$ cat src/rtl/exc_pkg.sv
package exc_pkg;

    localparam int XLEN        = 32;
    localparam int ASID_W      = 8;
    localparam int VPN_W       = 21;
    localparam int CE_W        = 2;
    localparam int CODE_W      = 5;
    localparam int NUM_CLASSES = 14;
    localparam int CLS_W       = $clog2(NUM_CLASSES);

    typedef enum logic [CLS_W-1:0] {
        FC_RESET        = 4'd0,
        FC_NMI          = 4'd1,
        FC_MCHECK       = 4'd2,
        FC_ADDR_ERR     = 4'd3,
        FC_TLB_REFILL   = 4'd4,
        FC_TLB_INVALID  = 4'd5,
        FC_TLB_MOD      = 4'd6,
        FC_COP_UNUSABLE = 4'd7,
        FC_SYSCALL      = 4'd8,
        FC_BREAK        = 4'd9,
        FC_RESV_INSTR   = 4'd10,
        FC_OVERFLOW     = 4'd11,
        FC_TRAP         = 4'd12,
        FC_INTERRUPT    = 4'd13
    } fault_class_e;

    localparam logic [CODE_W-1:0] EC_INT    = 5'd0;
    localparam logic [CODE_W-1:0] EC_MOD    = 5'd1;
    localparam logic [CODE_W-1:0] EC_TLB_LD = 5'd2;
    localparam logic [CODE_W-1:0] EC_TLB_ST = 5'd3;
    localparam logic [CODE_W-1:0] EC_ADR_LD = 5'd4;
    localparam logic [CODE_W-1:0] EC_ADR_ST = 5'd5;
    localparam logic [CODE_W-1:0] EC_SYS    = 5'd8;
    localparam logic [CODE_W-1:0] EC_BP     = 5'd9;
    localparam logic [CODE_W-1:0] EC_RI     = 5'd10;
    localparam logic [CODE_W-1:0] EC_CPU    = 5'd11;
    localparam logic [CODE_W-1:0] EC_OV     = 5'd12;
    localparam logic [CODE_W-1:0] EC_TR     = 5'd13;
    localparam logic [CODE_W-1:0] EC_MCHK   = 5'd24;

    localparam logic [XLEN-1:0] RESET_VEC = 32'hBFC0_0000;
    localparam logic [XLEN-1:0] BOOT_BASE = 32'hBFC0_0200;
    localparam logic [XLEN-1:0] OFF_GEN   = 32'h0000_0180;
    localparam logic [XLEN-1:0] OFF_IRQ   = 32'h0000_0200;
    localparam logic [XLEN-1:0] OFF_TLBR  = 32'h0000_0000;

    // Register-update actions chosen for the winning class
    typedef struct packed {
        logic wr_code;
        logic wr_badv;
        logic wr_tlb;
        logic wr_ce;
        logic epc_cond;    // exception PC written only when level was 0
        logic epc_always;  // exception PC written regardless of level
        logic set_exl;
        logic clr_exl;
        logic fixed_vec;   // handler PC is the reset vector
    } entry_act_t;

    function automatic logic is_tlb(fault_class_e c);
        return (c == FC_TLB_REFILL) || (c == FC_TLB_INVALID) || (c == FC_TLB_MOD);
    endfunction

    function automatic logic [CODE_W-1:0] code_of(fault_class_e c, logic st);
        case (c)
            FC_MCHECK:       return EC_MCHK;
            FC_ADDR_ERR:     return st ? EC_ADR_ST : EC_ADR_LD;
            FC_TLB_REFILL,
            FC_TLB_INVALID:  return st ? EC_TLB_ST : EC_TLB_LD;
            FC_TLB_MOD:      return EC_MOD;
            FC_COP_UNUSABLE: return EC_CPU;
            FC_SYSCALL:      return EC_SYS;
            FC_BREAK:        return EC_BP;
            FC_RESV_INSTR:   return EC_RI;
            FC_OVERFLOW:     return EC_OV;
            FC_TRAP:         return EC_TR;
            default:         return EC_INT;
        endcase
    endfunction

    function automatic logic [XLEN-1:0] offset_of(fault_class_e c, logic exl, logic iv);
        case (c)
            FC_TLB_REFILL: return exl ? OFF_GEN : OFF_TLBR;
            FC_INTERRUPT:  return iv ? OFF_IRQ : OFF_GEN;
            default:       return OFF_GEN;
        endcase
    endfunction

    function automatic entry_act_t act_of(fault_class_e c);
        entry_act_t a;
        a = '0;
        case (c)
            FC_RESET: begin
                a.clr_exl   = 1'b1;
                a.fixed_vec = 1'b1;
            end
            FC_NMI: begin
                a.epc_always = 1'b1;
                a.set_exl    = 1'b1;
                a.fixed_vec  = 1'b1;
            end
            default: begin
                a.wr_code  = 1'b1;
                a.epc_cond = 1'b1;
                a.set_exl  = 1'b1;
                a.wr_badv  = (c == FC_ADDR_ERR) || is_tlb(c);
                a.wr_tlb   = is_tlb(c);
                a.wr_ce    = (c == FC_COP_UNUSABLE);
            end
        endcase
        return a;
    endfunction

endpackage

$ cat src/rtl/exc_prio_pick.sv
module exc_prio_pick #(
    parameter int N     = 14,
    parameter int IDX_W = $clog2(N)
) (
    input  logic [N-1:0]     req,
    output logic             any,
    output logic [IDX_W-1:0] idx
);
    logic [N-1:0] lower_set;

    // lower_set[i] is true when some bit below i is requested
    assign lower_set[0] = 1'b0;
    for (genvar g = 1; g < N; g++) begin : g_chain
        assign lower_set[g] = lower_set[g-1] | req[g-1];
    end

    always_comb begin
        idx = '0;
        for (int i = 0; i < N; i++) begin
            if (req[i] && !lower_set[i]) idx = IDX_W'(i);
        end
    end

    assign any = |req;

endmodule

$ cat src/rtl/exc_vector_calc.sv
module exc_vector_calc
    import exc_pkg::*;
#(
    parameter int ADDR_W = XLEN
) (
    input  fault_class_e        cls,
    input  logic                store,
    input  logic                exl,
    input  logic                iv,
    input  logic                bev,
    input  logic [ADDR_W-1:0]   ebase,
    output logic [CODE_W-1:0]   code,
    output logic [ADDR_W-1:0]   target,
    output entry_act_t          act
);
    logic [ADDR_W-1:0] base;
    logic [ADDR_W-1:0] off;

    always_comb begin
        act    = act_of(cls);
        code   = code_of(cls, store);
        base   = bev ? ADDR_W'(BOOT_BASE) : ebase;
        off    = ADDR_W'(offset_of(cls, exl, iv));
        target = act.fixed_vec ? ADDR_W'(RESET_VEC) : base + off;
    end

endmodule

$ cat src/rtl/exc_cp0_regs.sv
module exc_cp0_regs
    import exc_pkg::*;
#(
    parameter int ADDR_W  = XLEN,
    parameter int ASID_WD = ASID_W,
    parameter int VPN_WD  = VPN_W,
    parameter int CE_WD   = CE_W,
    localparam int VPN2_W = VPN_WD - 2
) (
    input  logic                clk,
    input  logic                rst,
    input  logic                take,
    input  entry_act_t          act,
    input  logic [CODE_W-1:0]   code,
    input  logic [ADDR_W-1:0]   target,
    input  logic [ADDR_W-1:0]   pc,
    input  logic                in_delay,
    input  logic [ADDR_W-1:0]   vaddr,
    input  logic [ASID_WD-1:0]  asid,
    input  logic [VPN_WD-1:0]   vpn,
    input  logic [CE_WD-1:0]    cop,
    output logic [CODE_W-1:0]   exccode_q,
    output logic                bd_q,
    output logic [CE_WD-1:0]    ce_q,
    output logic [ADDR_W-1:0]   badv_q,
    output logic [ASID_WD-1:0]  asid_q,
    output logic [VPN2_W-1:0]   vpn2_q,
    output logic [1:0]          vpn2x_q,
    output logic [VPN2_W-1:0]   ctx_vpn2_q,
    output logic [ADDR_W-1:0]   epc_q,
    output logic                exl_q,
    output logic                redir_q,
    output logic [ADDR_W-1:0]   redir_pc_q
);
    logic epc_we;

    assign epc_we = take && (act.epc_always || (act.epc_cond && !exl_q));

    always_ff @(posedge clk) begin
        if (rst) begin
            exccode_q  <= '0;
            bd_q       <= 1'b0;
            ce_q       <= '0;
            badv_q     <= '0;
            asid_q     <= '0;
            vpn2_q     <= '0;
            vpn2x_q    <= '0;
            ctx_vpn2_q <= '0;
            epc_q      <= '0;
            exl_q      <= 1'b0;
            redir_q    <= 1'b0;
            redir_pc_q <= '0;
        end else begin
            redir_q <= take;
            if (take) begin
                redir_pc_q <= target;
                if (act.wr_code) exccode_q <= code;
                if (act.wr_ce)   ce_q      <= cop;
                if (act.wr_badv) badv_q    <= vaddr;
                if (act.wr_tlb) begin
                    asid_q     <= asid;
                    vpn2_q     <= vpn[VPN_WD-1:2];
                    vpn2x_q    <= vpn[1:0];
                    ctx_vpn2_q <= vpn[VPN_WD-1:2];
                end
                if (act.set_exl)      exl_q <= 1'b1;
                else if (act.clr_exl) exl_q <= 1'b0;
            end
            if (epc_we) begin
                if (act.epc_cond) begin
                    bd_q  <= in_delay;
                    epc_q <= in_delay ? pc - ADDR_W'(4) : pc;
                end else begin
                    epc_q <= pc;
                end
            end
        end
    end

endmodule

$ cat src/rtl/exc_entry_unit.sv
module exc_entry_unit
    import exc_pkg::*;
#(
    parameter int ADDR_W  = XLEN,
    parameter int ASID_WD = ASID_W,
    parameter int VPN_WD  = VPN_W,
    parameter int CE_WD   = CE_W,
    localparam int VPN2_W = VPN_WD - 2
) (
    input  logic                   clk,
    input  logic                   rst,
    input  logic [NUM_CLASSES-1:0] fault_req,
    input  logic [ADDR_W-1:0]      fault_pc,
    input  logic                   fault_in_delay,
    input  logic [ADDR_W-1:0]      fault_vaddr,
    input  logic                   fault_store,
    input  logic [ASID_WD-1:0]     fault_asid,
    input  logic [VPN_WD-1:0]      fault_vpn,
    input  logic [CE_WD-1:0]       fault_cop,
    input  logic                   cfg_bev,
    input  logic                   cfg_iv,
    input  logic [ADDR_W-1:0]      cfg_ebase,
    output logic [CODE_W-1:0]      cause_exccode,
    output logic                   cause_bd,
    output logic [CE_WD-1:0]       cause_ce,
    output logic [ADDR_W-1:0]      badvaddr,
    output logic [ASID_WD-1:0]     entryhi_asid,
    output logic [VPN2_W-1:0]      entryhi_vpn2,
    output logic [1:0]             entryhi_vpn2x,
    output logic [VPN2_W-1:0]      context_badvpn2,
    output logic [ADDR_W-1:0]      epc,
    output logic                   status_exl,
    output logic                   redirect_valid,
    output logic [ADDR_W-1:0]      redirect_pc
);
    logic              any_req;
    logic [CLS_W-1:0]  win_idx;
    fault_class_e      win_cls;
    logic [CODE_W-1:0] win_code;
    logic [ADDR_W-1:0] win_target;
    entry_act_t        win_act;

    exc_prio_pick #(.N(NUM_CLASSES), .IDX_W(CLS_W)) u_pick (
        .req (fault_req),
        .any (any_req),
        .idx (win_idx)
    );

    assign win_cls = fault_class_e'(win_idx);

    exc_vector_calc #(.ADDR_W(ADDR_W)) u_vec (
        .cls    (win_cls),
        .store  (fault_store),
        .exl    (status_exl),
        .iv     (cfg_iv),
        .bev    (cfg_bev),
        .ebase  (cfg_ebase),
        .code   (win_code),
        .target (win_target),
        .act    (win_act)
    );

    exc_cp0_regs #(
        .ADDR_W (ADDR_W),
        .ASID_WD(ASID_WD),
        .VPN_WD (VPN_WD),
        .CE_WD  (CE_WD)
    ) u_regs (
        .clk        (clk),
        .rst        (rst),
        .take       (any_req),
        .act        (win_act),
        .code       (win_code),
        .target     (win_target),
        .pc         (fault_pc),
        .in_delay   (fault_in_delay),
        .vaddr      (fault_vaddr),
        .asid       (fault_asid),
        .vpn        (fault_vpn),
        .cop        (fault_cop),
        .exccode_q  (cause_exccode),
        .bd_q       (cause_bd),
        .ce_q       (cause_ce),
        .badv_q     (badvaddr),
        .asid_q     (entryhi_asid),
        .vpn2_q     (entryhi_vpn2),
        .vpn2x_q    (entryhi_vpn2x),
        .ctx_vpn2_q (context_badvpn2),
        .epc_q      (epc),
        .exl_q      (status_exl),
        .redir_q    (redirect_valid),
        .redir_pc_q (redirect_pc)
    );

endmodule

$ cat config.mk
export PLATFORM = sky130hd
export DESIGN_NAME = exc_entry_unit
export DESIGN_NICKNAME = d
export VERILOG_FILES = /design/src/rtl/exc_pkg.sv /design/src/rtl/exc_prio_pick.sv /design/src/rtl/exc_vector_calc.sv /design/src/rtl/exc_cp0_regs.sv /design/src/rtl/exc_entry_unit.sv
export SDC_FILE = /design/constraint.sdc
export NUM_CORES = 1
export LEC_CHECK = 0
export ABC_AREA = 1
export ABC_CLOCK_PERIOD_IN_PS = 9500
export CAP_MARGIN = 15
export CELL_PAD_IN_SITES_DETAIL_PLACEMENT = 1
export CELL_PAD_IN_SITES_GLOBAL_PLACEMENT = 1
export CORE_AREA = 2 2 157 159
export DETAILED_ROUTE_END_ITERATION = 12
export DIE_AREA = 0 0 159 161
export GPL_TIMING_DRIVEN = 0
export PLACE_DENSITY_LB_ADDON = 0.3
export SLEW_MARGIN = 15
export SYNTH_ARGS = -nofsm -noshare
export SYNTH_HDL_FRONTEND = slang
export SYNTH_SLANG_ARGS = --single-unit
$ cat constraint.sdc
create_clock -name clk -period 9.5 [get_ports clk]
set_clock_uncertainty 0.15 [all_clocks]
set_input_delay 1.9 -clock clk [delete_from_list [all_inputs] [get_ports clk]]
set_output_delay 1.9 -clock clk [all_outputs]
set_load 0.01 [all_outputs]
## Word level (Yosys, flattened, before mapping)

Cells that the tools add are included.

- Latch bits: 0
- Output and inout port bits: 154
- RAM bits: 0
- Memories: 0
- Register bits: 135
- Bits in read-only memories: 0
- Input bits: 147

- Equal/unequal tests: 14
- $add $sub $neg: 2
- Shifts and indexed selects: 0
- Reduce and logical (&&, ||, !) cells: 43
- Divide/modulo/power cells: 0
- Mux-type cells: 29
- Order comparisons: 0
- Multipliers: 0
- Bitwise gates (word level): 12

Operators by type and width:

| cell | number |
|---|---|
| two-way mux 32 bit | 4 |
| one-hot mux 32 bit (2 select lines) | 1 |
| one-hot mux 5 bit (10 select lines) | 1 |
| two-way mux 4 bit | 12 |
| adder 32 bit | 1 |
| subtractor 32 x 3 -> 32 bit, second input constant | 1 |
| equality test 4 bit, second input constant | 6 |
| equality test 4 x 3 -> 1 bit, second input constant | 4 |
| logical AND 1 bit | 15 |
| logical NOT 1 bit | 14 |
| OR reduction 14 bit | 1 |
| bitwise OR 1 bit | 12 |
| AND reduction 2 bit | 6 |
| two-way mux 10 bit | 1 |
| two-way mux 9 bit | 1 |
| equality test 4 x 2 -> 1 bit, second input constant | 2 |
| two-way mux 1 bit | 8 |
| two-way mux 5 bit | 1 |
| equality test 4 x 1 -> 1 bit, second input constant | 1 |
| logical NOT 4 bit | 1 |
| logical OR 1 bit | 4 |
| OR reduction 2 bit | 2 |
| != test 2 x 1 -> 1 bit, second input constant | 1 |

## Logic depth before layout (Yosys ltp)

Gate-level depths: netlist of the first run.

- Depth in word-level cells: 24
- Mapped depth: 19

## Cells and area by module

From an unflattened synthesis of the first run, not the netlist that was laid out.

- Cell total of the unflattened synthesis: 1159
- Area total of the unflattened synthesis: 7375.8 µm²

Modules (own cells, without submodules):

| module | area an instance (µm²) | instances | cells each |
|---|---|---|---|
| exc_cp0_regs | 5778.0 | 1 | 822 |
| exc_vector_calc | 1371.3 | 1 | 294 |
| exc_prio_pick | 226.5 | 1 | 43 |

## Worst setup path before layout of the first run

No wires, ideal clock.

- Path kind: input-to-reg
- Start point: in fault_req[2]
- End point: reg u_regs.redir_pc_q[17]
- Path slack: 4754 ps
- Cell stages on the path: 18
- Arrival time: 4469 ps
- Path through: nor2_1 nand2_2 nor2_4 nand4_2 nor2_2 nand2_1 nor3b_1 o21ai_0 ha_1 fa_1 nand2_1 a21oi_1 nand2_1 nor2_1 nand4_1 xnor2_1 o21a_1 nor2_1

- Longest elaborated chain between the ends: 18
- Elaborated cells between the ends (all ways): 56
- Those cells by class: add/sub (1); eq/ne (3); mux (15); bitwise (11); reduce/logical (26)

Ends and longest elaborated chain:

| element | line | RTL |
|---|---|---|
| start: declaration | exc_entry_unit.sv:12 | `input logic [NUM_CLASSES-1:0] fault_req,` |
| bitwise OR 1 bit | exc_prio_pick.sv:14 | `assign lower_set[g] = lower_set[g-1] \| req[g-1];` |
| logical NOT 1 bit / bitwise OR 1 bit (equally long branches) | exc_prio_pick.sv:20, exc_prio_pick.sv:14 |  |
| logical AND 1 bit, or another cell as far along | exc_prio_pick.sv:20 | `if (req[i] && !lower_set[i]) idx = IDX_W'(i);` |
| two-way mux 4 bit, or another cell as far along (9 in a row) | exc_prio_pick.sv:20 |  |
| two-way mux 4 bit / logical AND 1 bit (equally long branches) | exc_prio_pick.sv:20 |  |
| two-way mux 4 bit | exc_prio_pick.sv:20 |  |
| equality test 4 bit, or another cell as far along | exc_pkg.sv:83 | `case (c)` |
| one-hot mux 32 bit (2 select lines) / OR reduction 2 bit (equally long branches) | - |  |
| adder 32 bit / two-way mux 1 bit (equally long branches) | exc_vector_calc.sv:24, exc_pkg.sv:93 |  |
| two-way mux 32 bit | exc_vector_calc.sv:24 | `target = act.fixed_vec ? ADDR_W'(RESET_VEC) : base + off;` |
| end signal: assignment | exc_cp0_regs.sv:56 | `redir_pc_q <= target;` |
| end: declaration | exc_cp0_regs.sv:33 | `output logic [ADDR_W-1:0] redir_pc_q` |

Several ways; a longest one is shown, not always the timed one.
A chain may end at the register's enable or synchronous reset.

## Final worst setup path of the first run

- Start point: in fault_req[0]
- End point: reg u_regs.redir_pc_q[20]

- Longest elaborated chain between the ends: 19
- Elaborated cells between the ends (all ways): 61
- Those cells by class: add/sub (1); eq/ne (3); mux (16); bitwise (12); reduce/logical (29)

Ends and longest elaborated chain:

| element | line |
|---|---|
| logical NOT 1 bit / bitwise OR 1 bit (equally long branches) | exc_prio_pick.sv:20, exc_prio_pick.sv:14 |
| logical AND 1 bit, or another cell as far along | exc_prio_pick.sv:20 |
| two-way mux 1 bit, or another cell as far along | exc_prio_pick.sv:20 |
| two-way mux 4 bit, or another cell as far along (10 in a row) | exc_prio_pick.sv:20 |
| two-way mux 4 bit / logical AND 1 bit (equally long branches) | exc_prio_pick.sv:20 |
| two-way mux 4 bit | exc_prio_pick.sv:20 |
| equality test 4 bit, or another cell as far along | exc_pkg.sv:83 |
| one-hot mux 32 bit (2 select lines) / OR reduction 2 bit (equally long branches) | - |
| adder 32 bit / two-way mux 1 bit (equally long branches) | exc_vector_calc.sv:24, exc_pkg.sv:93 |
| two-way mux 32 bit | exc_vector_calc.sv:24 |

Several ways; a longest one is shown, not always the timed one.

==> run summary, run 1 <==
status: finished clean
global-route usage over all layers: 24.4%
Post-synth top cells: nor2_1, nand2_1, dfxtp_1
die height: 161 um
vias in the first global route: 9280
pre-CTS setup slack: 3.43 ns
area delta synth->final: 52.1%
wire length per cell: 16.7 um
synthesized cell area: 0.00758 sq mm
Largest delay share family, worst path: simple AND/OR/NAND/NOR gates
via count: 8851
count of buffers from port buffering: 298
fin cells: 1877
Root Buffer: clkbuf_16
fin worst setup slack: 3.87 ns
syn avg cell area: 6.20 sq um
first-pass GRT wire length: 49800 um
core area: 0.0240 sq mm
CP endpoint kind: flop
r2r endpoint: u_regs.redir_pc_q[17]$_SDFFE_PP0P_
biggest cell delay along the critical path: 0.46 ns
Hold Path Class: flop to flop
Area after DPL: 0.0110 sq mm
clk buf depth: 2
Post-synth EDFFs: 0
antenna violations before repair: 2
crit path max fanout: 6
critical path class: input pin to flop
maximum vdd drop: 108 uV
grt ovf: 0
Yosys reg bits: 135
Worst Tran Pin Value: 0.779 ns
cells after synthesis: 1223
Leak Pwr: 4.85 nW
# IOs: 301
CP required: 9.62 ns
most numerous cell in the Yosys netlist: nor2_1
top cells by area, synth: dfxtp_1, nor2_1, nand2_1
placed cell count: 1845
CTS tree: done
TritonRoute pass-1 iters: 4
initial DRC count: 360
antenna-violating nets left: 0
share of the synthesized area in the top cell type: 35.6%
Max-slew headroom: 48.1%
Yosys warning total: 0
Pwr Total: 1.62 mW
worst hold stages: 2
Worst R2R Path Depth: 12
CP dominant cell by count: nor2_1
multi-input logic area: 0.00409 sq mm
Max Slew Vio Count: 0
register area: 0.00270 sq mm
Critical Path AT: 5.75 ns
gpl congestion: 0.863
Max Cap Viol: 0
layout cells sized above 1: 5.99%
DPL Wire Length: 24900 um
clk sink count: 135
unique cell type count in the Yosys netlist: 38
Starting Density: 31.6%
Async SR Flop Fraction: 0%
Num CTS Buffers: 17
Final Hold Fails: 0
combinational family with the most area after synthesis: simple AND/OR/NAND/NOR gates
largest net degree at the start of global routing: 17
worst reg2reg startpoint: u_regs.exl_q$_SDFFE_PP0P_
register-to-register setup slack: 6.43 ns
hold path startpoint: u_regs.redir_pc_q[30]$_SDFFE_PP0P_
row cnt: 57
post-cts hold buffer count: 0
clk_lat worst skew: 0.41 ns
CTS clk-pin slew, worst paths: 0.06 ns
Final #Nets: 1692
worst path buffer plus inverter count: 1
Post-Syn Nets: 1375
Final min period: 5.63 ns
mux cell area share after synthesis: 0%
CP max stage cell: clkdlybuf4s50_1
CP Cell Sequence: clkdlybuf4s50_1 -> nor2_2 -> nand2_2 -> nor2_4 -> nand4_2 -> nor2_2 -> nand2_1 -> nor3b_1 -> o21ai_0 -> ha_1 -> nand3_1 -> nand3_1 -> nand2_1 -> nor2_1 -> nand4_1 -> nor2_1 -> nor2_1 -> o21ai_0 -> a21oi_1
DRC viols: 0
Via density: 4.72
Post-CTS Repair Setup Buffers: 0
cell area power density: 140 mW/mm^2
htree depth: 4
chip width: 159 um
Seq/Total Area, Yosys: 35.6%
DIE AREA: 0.0256 sq mm
setup TNS: 0 ns
diodes inserted: 0
post-synthesis compound-gate area fraction: 11.3%
Design Area, Final: 0.0115 sq mm
Post-CTS Resized: 0
RSZ-0062 raised after global routing: no
XOR/XNOR Fraction of Synth Area: 3.58%
Fillers: 3151
Worst Setup Start Kind: input pin
Fmax: 178 MHz
post-synthesis adder-cell area fraction: 0.924%
post-synth top area cell: dfxtp_1
Hold EP: u_regs.redir_pc_q[30]$_SDFFE_PP0P_
Setup Viol. Count Final: 0
Final Cycle Share: 59.3%
WL final: 31400 um
Synth Flop Type: dfxtp_1
Simple-Gate Fraction of Synth Area: 38.1%
[kinds of logic (layout without fill, tap and decap cells)]
logic type | after synthesis | after routing
compound gates | 163 | 163
xor+xnor | 31 | 31
fa+ha+maj | 5 | 5
buf+inv | 183 | 513
flops | 135 | 135
simple gates | 706 | 706
[registers in the layout (all words and copies together), names as in the netlist]
name	flops
u_regs.vpn2x_q	2
u_regs.exl_q	1
u_regs.bd_q	1
u_regs.epc_q	32
u_regs.exccode_q	5
u_regs.vpn2_q	19
u_regs.redir_pc_q	32
u_regs.asid_q	8
u_regs.ce_q	2
u_regs.redir_q	1
u_regs.badv_q	32
[metrics by stage]
stage          utilization [%]  hold WS, ns
2_1_floorplan                -        0.334
3_3_place_gp              45.8        0.300
3_5_place_dp              45.8        0.310
4_1_cts                   48.1        0.319
5_1_grt                   48.1        0.340
6_report                  48.1        0.320
[layout make-up]
type                    instances  area share (%)
clock buffers                  18            3.72
multi-input cells             905            35.4
well taps                     324            3.52
clock inverters                14            1.14
flip-flops and latches        135            23.4
repair buffers                298            25.9
inverters                     107            3.48
plain buffers                  76            3.41
[layer usage]
layer	vias to the layer above	part of all wire, %	global-route usage, %
met3	31	5.2	5.50
met1	4148	44	30.0
met2	215	49	43.4
met4	2	1.3	5.66
met5	-	0.041	0
li1	4455	-	-
[how the worst max path moves through the flow]
stage,end,cells past startpoint,slack (ns),start
global placement,u_regs.redir_pc_q[20]$_SDFFE_PP0P_,19,3.57,fault_req[0]
finish,u_regs.redir_pc_q[20]$_SDFFE_PP0P_,19,3.87,fault_req[0]
CTS,u_regs.redir_pc_q[20]$_SDFFE_PP0P_,19,3.87,fault_req[0]
global route,u_regs.redir_pc_q[20]$_SDFFE_PP0P_,19,3.52,fault_req[0]
detailed placement,u_regs.redir_pc_q[20]$_SDFFE_PP0P_,19,3.43,fault_req[0]
floorplan,u_regs.redir_pc_q[17]$_SDFFE_PP0P_,18,4.75,fault_req[2]
[worst register-to-register path, delay by kind of cell (launching register included)]
family,cells,cell delay [ns]
flops,1,0.38
fa+ha+maj,2,0.52
simple gates,6,0.90
compound gates,3,0.78
xor+xnor,1,0.22
[power by group]
part / switching, mW / internal [mW]
clock network: 0.305 / 0.346
registers: 0.0190 / 0.599
logic: 0.180 / 0.171
[cells in the final DEF (no fill, tap or decap), types with 2 or more instances in the layout]
master / n
o21ai_0: 109
nor4_1: 3
a31oi_1: 7
or2_2: 6
nor2_2: 3
nand2_2: 3
buf_2: 14
buf_1: 2
inv_2: 3
o22ai_1: 2
clkinvlp_4: 3
nor2_1: 302
nand3_1: 77
nor2_4: 2
clkbuf_1: 37
xor2_1: 21
ha_1: 4
inv_6: 6
nand4_1: 12
nor3_1: 8
xnor2_1: 10
clkbuf_16: 17
nand2_1: 283
inv_1: 103
clkdlybuf4s50_1: 298
inv_8: 2
a21oi_1: 39
buf_4: 24
dfxtp_1: 135
clkinv_4: 2
nor3b_1: 2
No activity file was read; power rests on OpenSTA's default activity.
==> inputs of run 2 (changes only) <==
--- a/config.mk
+++ b/config.mk
@@ -6,13 +6,13 @@
 export NUM_CORES = 1
 export LEC_CHECK = 0
 export ABC_AREA = 1
-export ABC_CLOCK_PERIOD_IN_PS = 9500
+export ABC_CLOCK_PERIOD_IN_PS = 5650
 export CAP_MARGIN = 15
 export CELL_PAD_IN_SITES_DETAIL_PLACEMENT = 1
 export CELL_PAD_IN_SITES_GLOBAL_PLACEMENT = 1
-export CORE_AREA = 2 2 157 159
+export CORE_AREA = 2 2 165 167
 export DETAILED_ROUTE_END_ITERATION = 12
-export DIE_AREA = 0 0 159 161
+export DIE_AREA = 0 0 167 169
 export GPL_TIMING_DRIVEN = 0
 export PLACE_DENSITY_LB_ADDON = 0.3
 export SLEW_MARGIN = 15
==> constraint.sdc (replaced) <==
create_clock -name clk -period 5.65 [get_ports clk]
set_clock_uncertainty 0.15 [all_clocks]
set_input_delay 1.13 -clock clk [delete_from_list [all_inputs] [get_ports clk]]
set_output_delay 1.13 -clock clk [all_outputs]
set_load 0.01 [all_outputs]
==> run summary, run 2 (synthesized netlist as in run 1, its figures left out) <==
Post-CTS Resized: 0
worst reg2reg startpoint: u_regs.exl_q$_SDFFE_PP0P_
TritonRoute pass-1 iters: 5
biggest cell delay along the critical path: 0.50 ns
Post-CTS Repair Setup Buffers: 0
Starting Density: 28.6%
biggest regs: u_regs.badv_q (32), u_regs.epc_q (32), u_regs.redir_pc_q (32)
worst hold stages: 2
CP max stage cell: clkdlybuf4s50_1
Fillers: 3435
register-to-register setup slack: 2.47 ns
via count: 8909
clk sink count: 135
Leak Pwr: 4.87 nW
Fmax: 208 MHz
clk_lat worst skew: 0.41 ns
Hold Path Class: flop to flop
commonest non-fill, non-tap cell in the layout: nor2_1
RSZ-0062 raised after global routing: no
Largest delay share family, worst path: simple AND/OR/NAND/NOR gates
wire length per cell: 16.6 um
count of buffers from port buffering: 298
DRC viols: 0
layout cells sized above 1: 6.05%
maximum vdd drop: 162 uV
WL final: 31500 um
Final #Nets: 1692
Max Slew Vio Count: 0
grt ovf: 0
gpl congestion: 0.895
vias in the first global route: 9213
status: finished clean
Final Hold Fails: 0
Setup Viol. Count Final: 0
htree depth: 4
initial DRC count: 369
Critical Path AT: 4.93 ns
cell area power density: 239 mW/mm^2
worst path buffer plus inverter count: 1
Num CTS Buffers: 17
crit path max fanout: 6
chip width: 167 um
post-cts hold buffer count: 0
CP endpoint kind: flop
CP required: 5.77 ns
Worst Setup Start Kind: input pin
core area: 0.0265 sq mm
CP Cell Sequence: clkdlybuf4s50_1 -> nor2_2 -> nand2_2 -> nor2_4 -> nand4_2 -> nor2_2 -> nand2_1 -> nor3b_1 -> o21ai_0 -> ha_1 -> nand3_1 -> nand3_1 -> nand2_1 -> nor2_1 -> nand4_1 -> nor2_1 -> nor2_1 -> o21ai_0 -> a21oi_1
row cnt: 60
largest net degree at the start of global routing: 17
Via density: 4.70
Final min period: 4.81 ns
most frequent cells in the layout: nor2_1, clkdlybuf4s50_1, nand2_1, dfxtp_1, o21ai_0
area delta synth->final: 52.8%
Final Cycle Share: 85.1%
fin util: 43.7%
setup TNS: 0 ns
die height: 169 um
hold path startpoint: u_regs.redir_pc_q[15]$_SDFFE_PP0P_
# IOs: 301
Max Cap Viol: 0
Worst Tran Pin Value: 0.864 ns
DIE AREA: 0.0282 sq mm
critical path class: input pin to flop
CTS clk-pin slew, worst paths: 0.07 ns
Hold EP: u_regs.redir_pc_q[15]$_SDFFE_PP0P_
Max-slew headroom: 42.4%
r2r endpoint: u_regs.redir_pc_q[19]$_SDFFE_PP0P_
DPL Wire Length: 25400 um
first-pass GRT wire length: 49400 um
antenna violations before repair: 2
global-route usage over all layers: 22.1%
Worst R2R Path Depth: 12
CP dominant cell by count: nor2_1
Root Buffer: clkbuf_16
antenna-violating nets left: 0
CTS tree: done
clk buf depth: 2
run 2: changes by cell type in the layout (fill, tap and decap cells not counted), sizes merged:
cell | previous run | this run
clkinv | 4 | 3
diode | 0 | 1
bufinv | 0 | 1
run 2: worst max-delay path by stage:
stage,start,endpoint,slack (ns),cells after the start
6_report,fault_req[0],u_regs.redir_pc_q[20]$_SDFFE_PP0P_,0.84,19
5_1_grt,fault_req[0],u_regs.redir_pc_q[20]$_SDFFE_PP0P_,0.40,19
4_1_cts,fault_req[0],u_regs.redir_pc_q[20]$_SDFFE_PP0P_,0.83,19
3_5_place_dp,fault_req[0],u_regs.redir_pc_q[20]$_SDFFE_PP0P_,0.41,19
3_3_place_gp,fault_req[0],u_regs.redir_pc_q[17]$_SDFFE_PP0P_,0.44,19
2_1_floorplan,fault_req[2],u_regs.redir_pc_q[17]$_SDFFE_PP0P_,1.67,18
run 2: power breakdown:
group / internal [mW] / switching (mW)
Clock: 0.639 / 0.502
Combinational: 0.287 / 0.306
Sequential: 1.01 / 0.0310
run 2: worst min-delay path: stages (launching register included):
cell and delay, ns:
dfxtp_1 0.31, nand2_1 0.06, a21oi_1 0.05
run 2: metrics by stage:
step	hold slack (ns)	power [mW]	setup slack (ns)	cells	instance area, sq um
6_report	0.315	2.77	0.841	1895	11600
3_3_place_gp	0.300	1.64	0.443	1862	11000
2_1_floorplan	0.334	1.32	1.67	1223	7580
5_1_grt	0.335	2.91	0.398	1894	11600
4_1_cts	0.319	2.81	0.829	1894	11600
3_5_place_dp	0.308	1.66	0.410	1862	11000
run 2: cell type report:
class                           count  area (sq um)  share of cell area, %
Antenna cell                        1          2.50                 0.0216
Buffer                             76           393                   3.39
Clock buffer                       18           439                   3.79
Clock inverter                     14           153                   1.32
Inverter                          107           402                   3.47
Multi-Input combinational cell    905          4090                   35.3
Sequential cell                   135          2700                   23.3
Tap cell                          341           427                   3.68
Timing Repair Buffer              298          2980                   25.7
run 2: layer usage:
| layer | GRT usage (%) | wire (um) | share of wire [%] |
|---|---|---|---|
| met1 | 27.5 | 14000 | 45 |
| met2 | 38.1 | 15100 | 48 |
| met3 | 5.17 | 1720 | 5.5 |
| met4 | 6.15 | 622 | 2.0 |
| met5 | 0 | 0 | 0 |
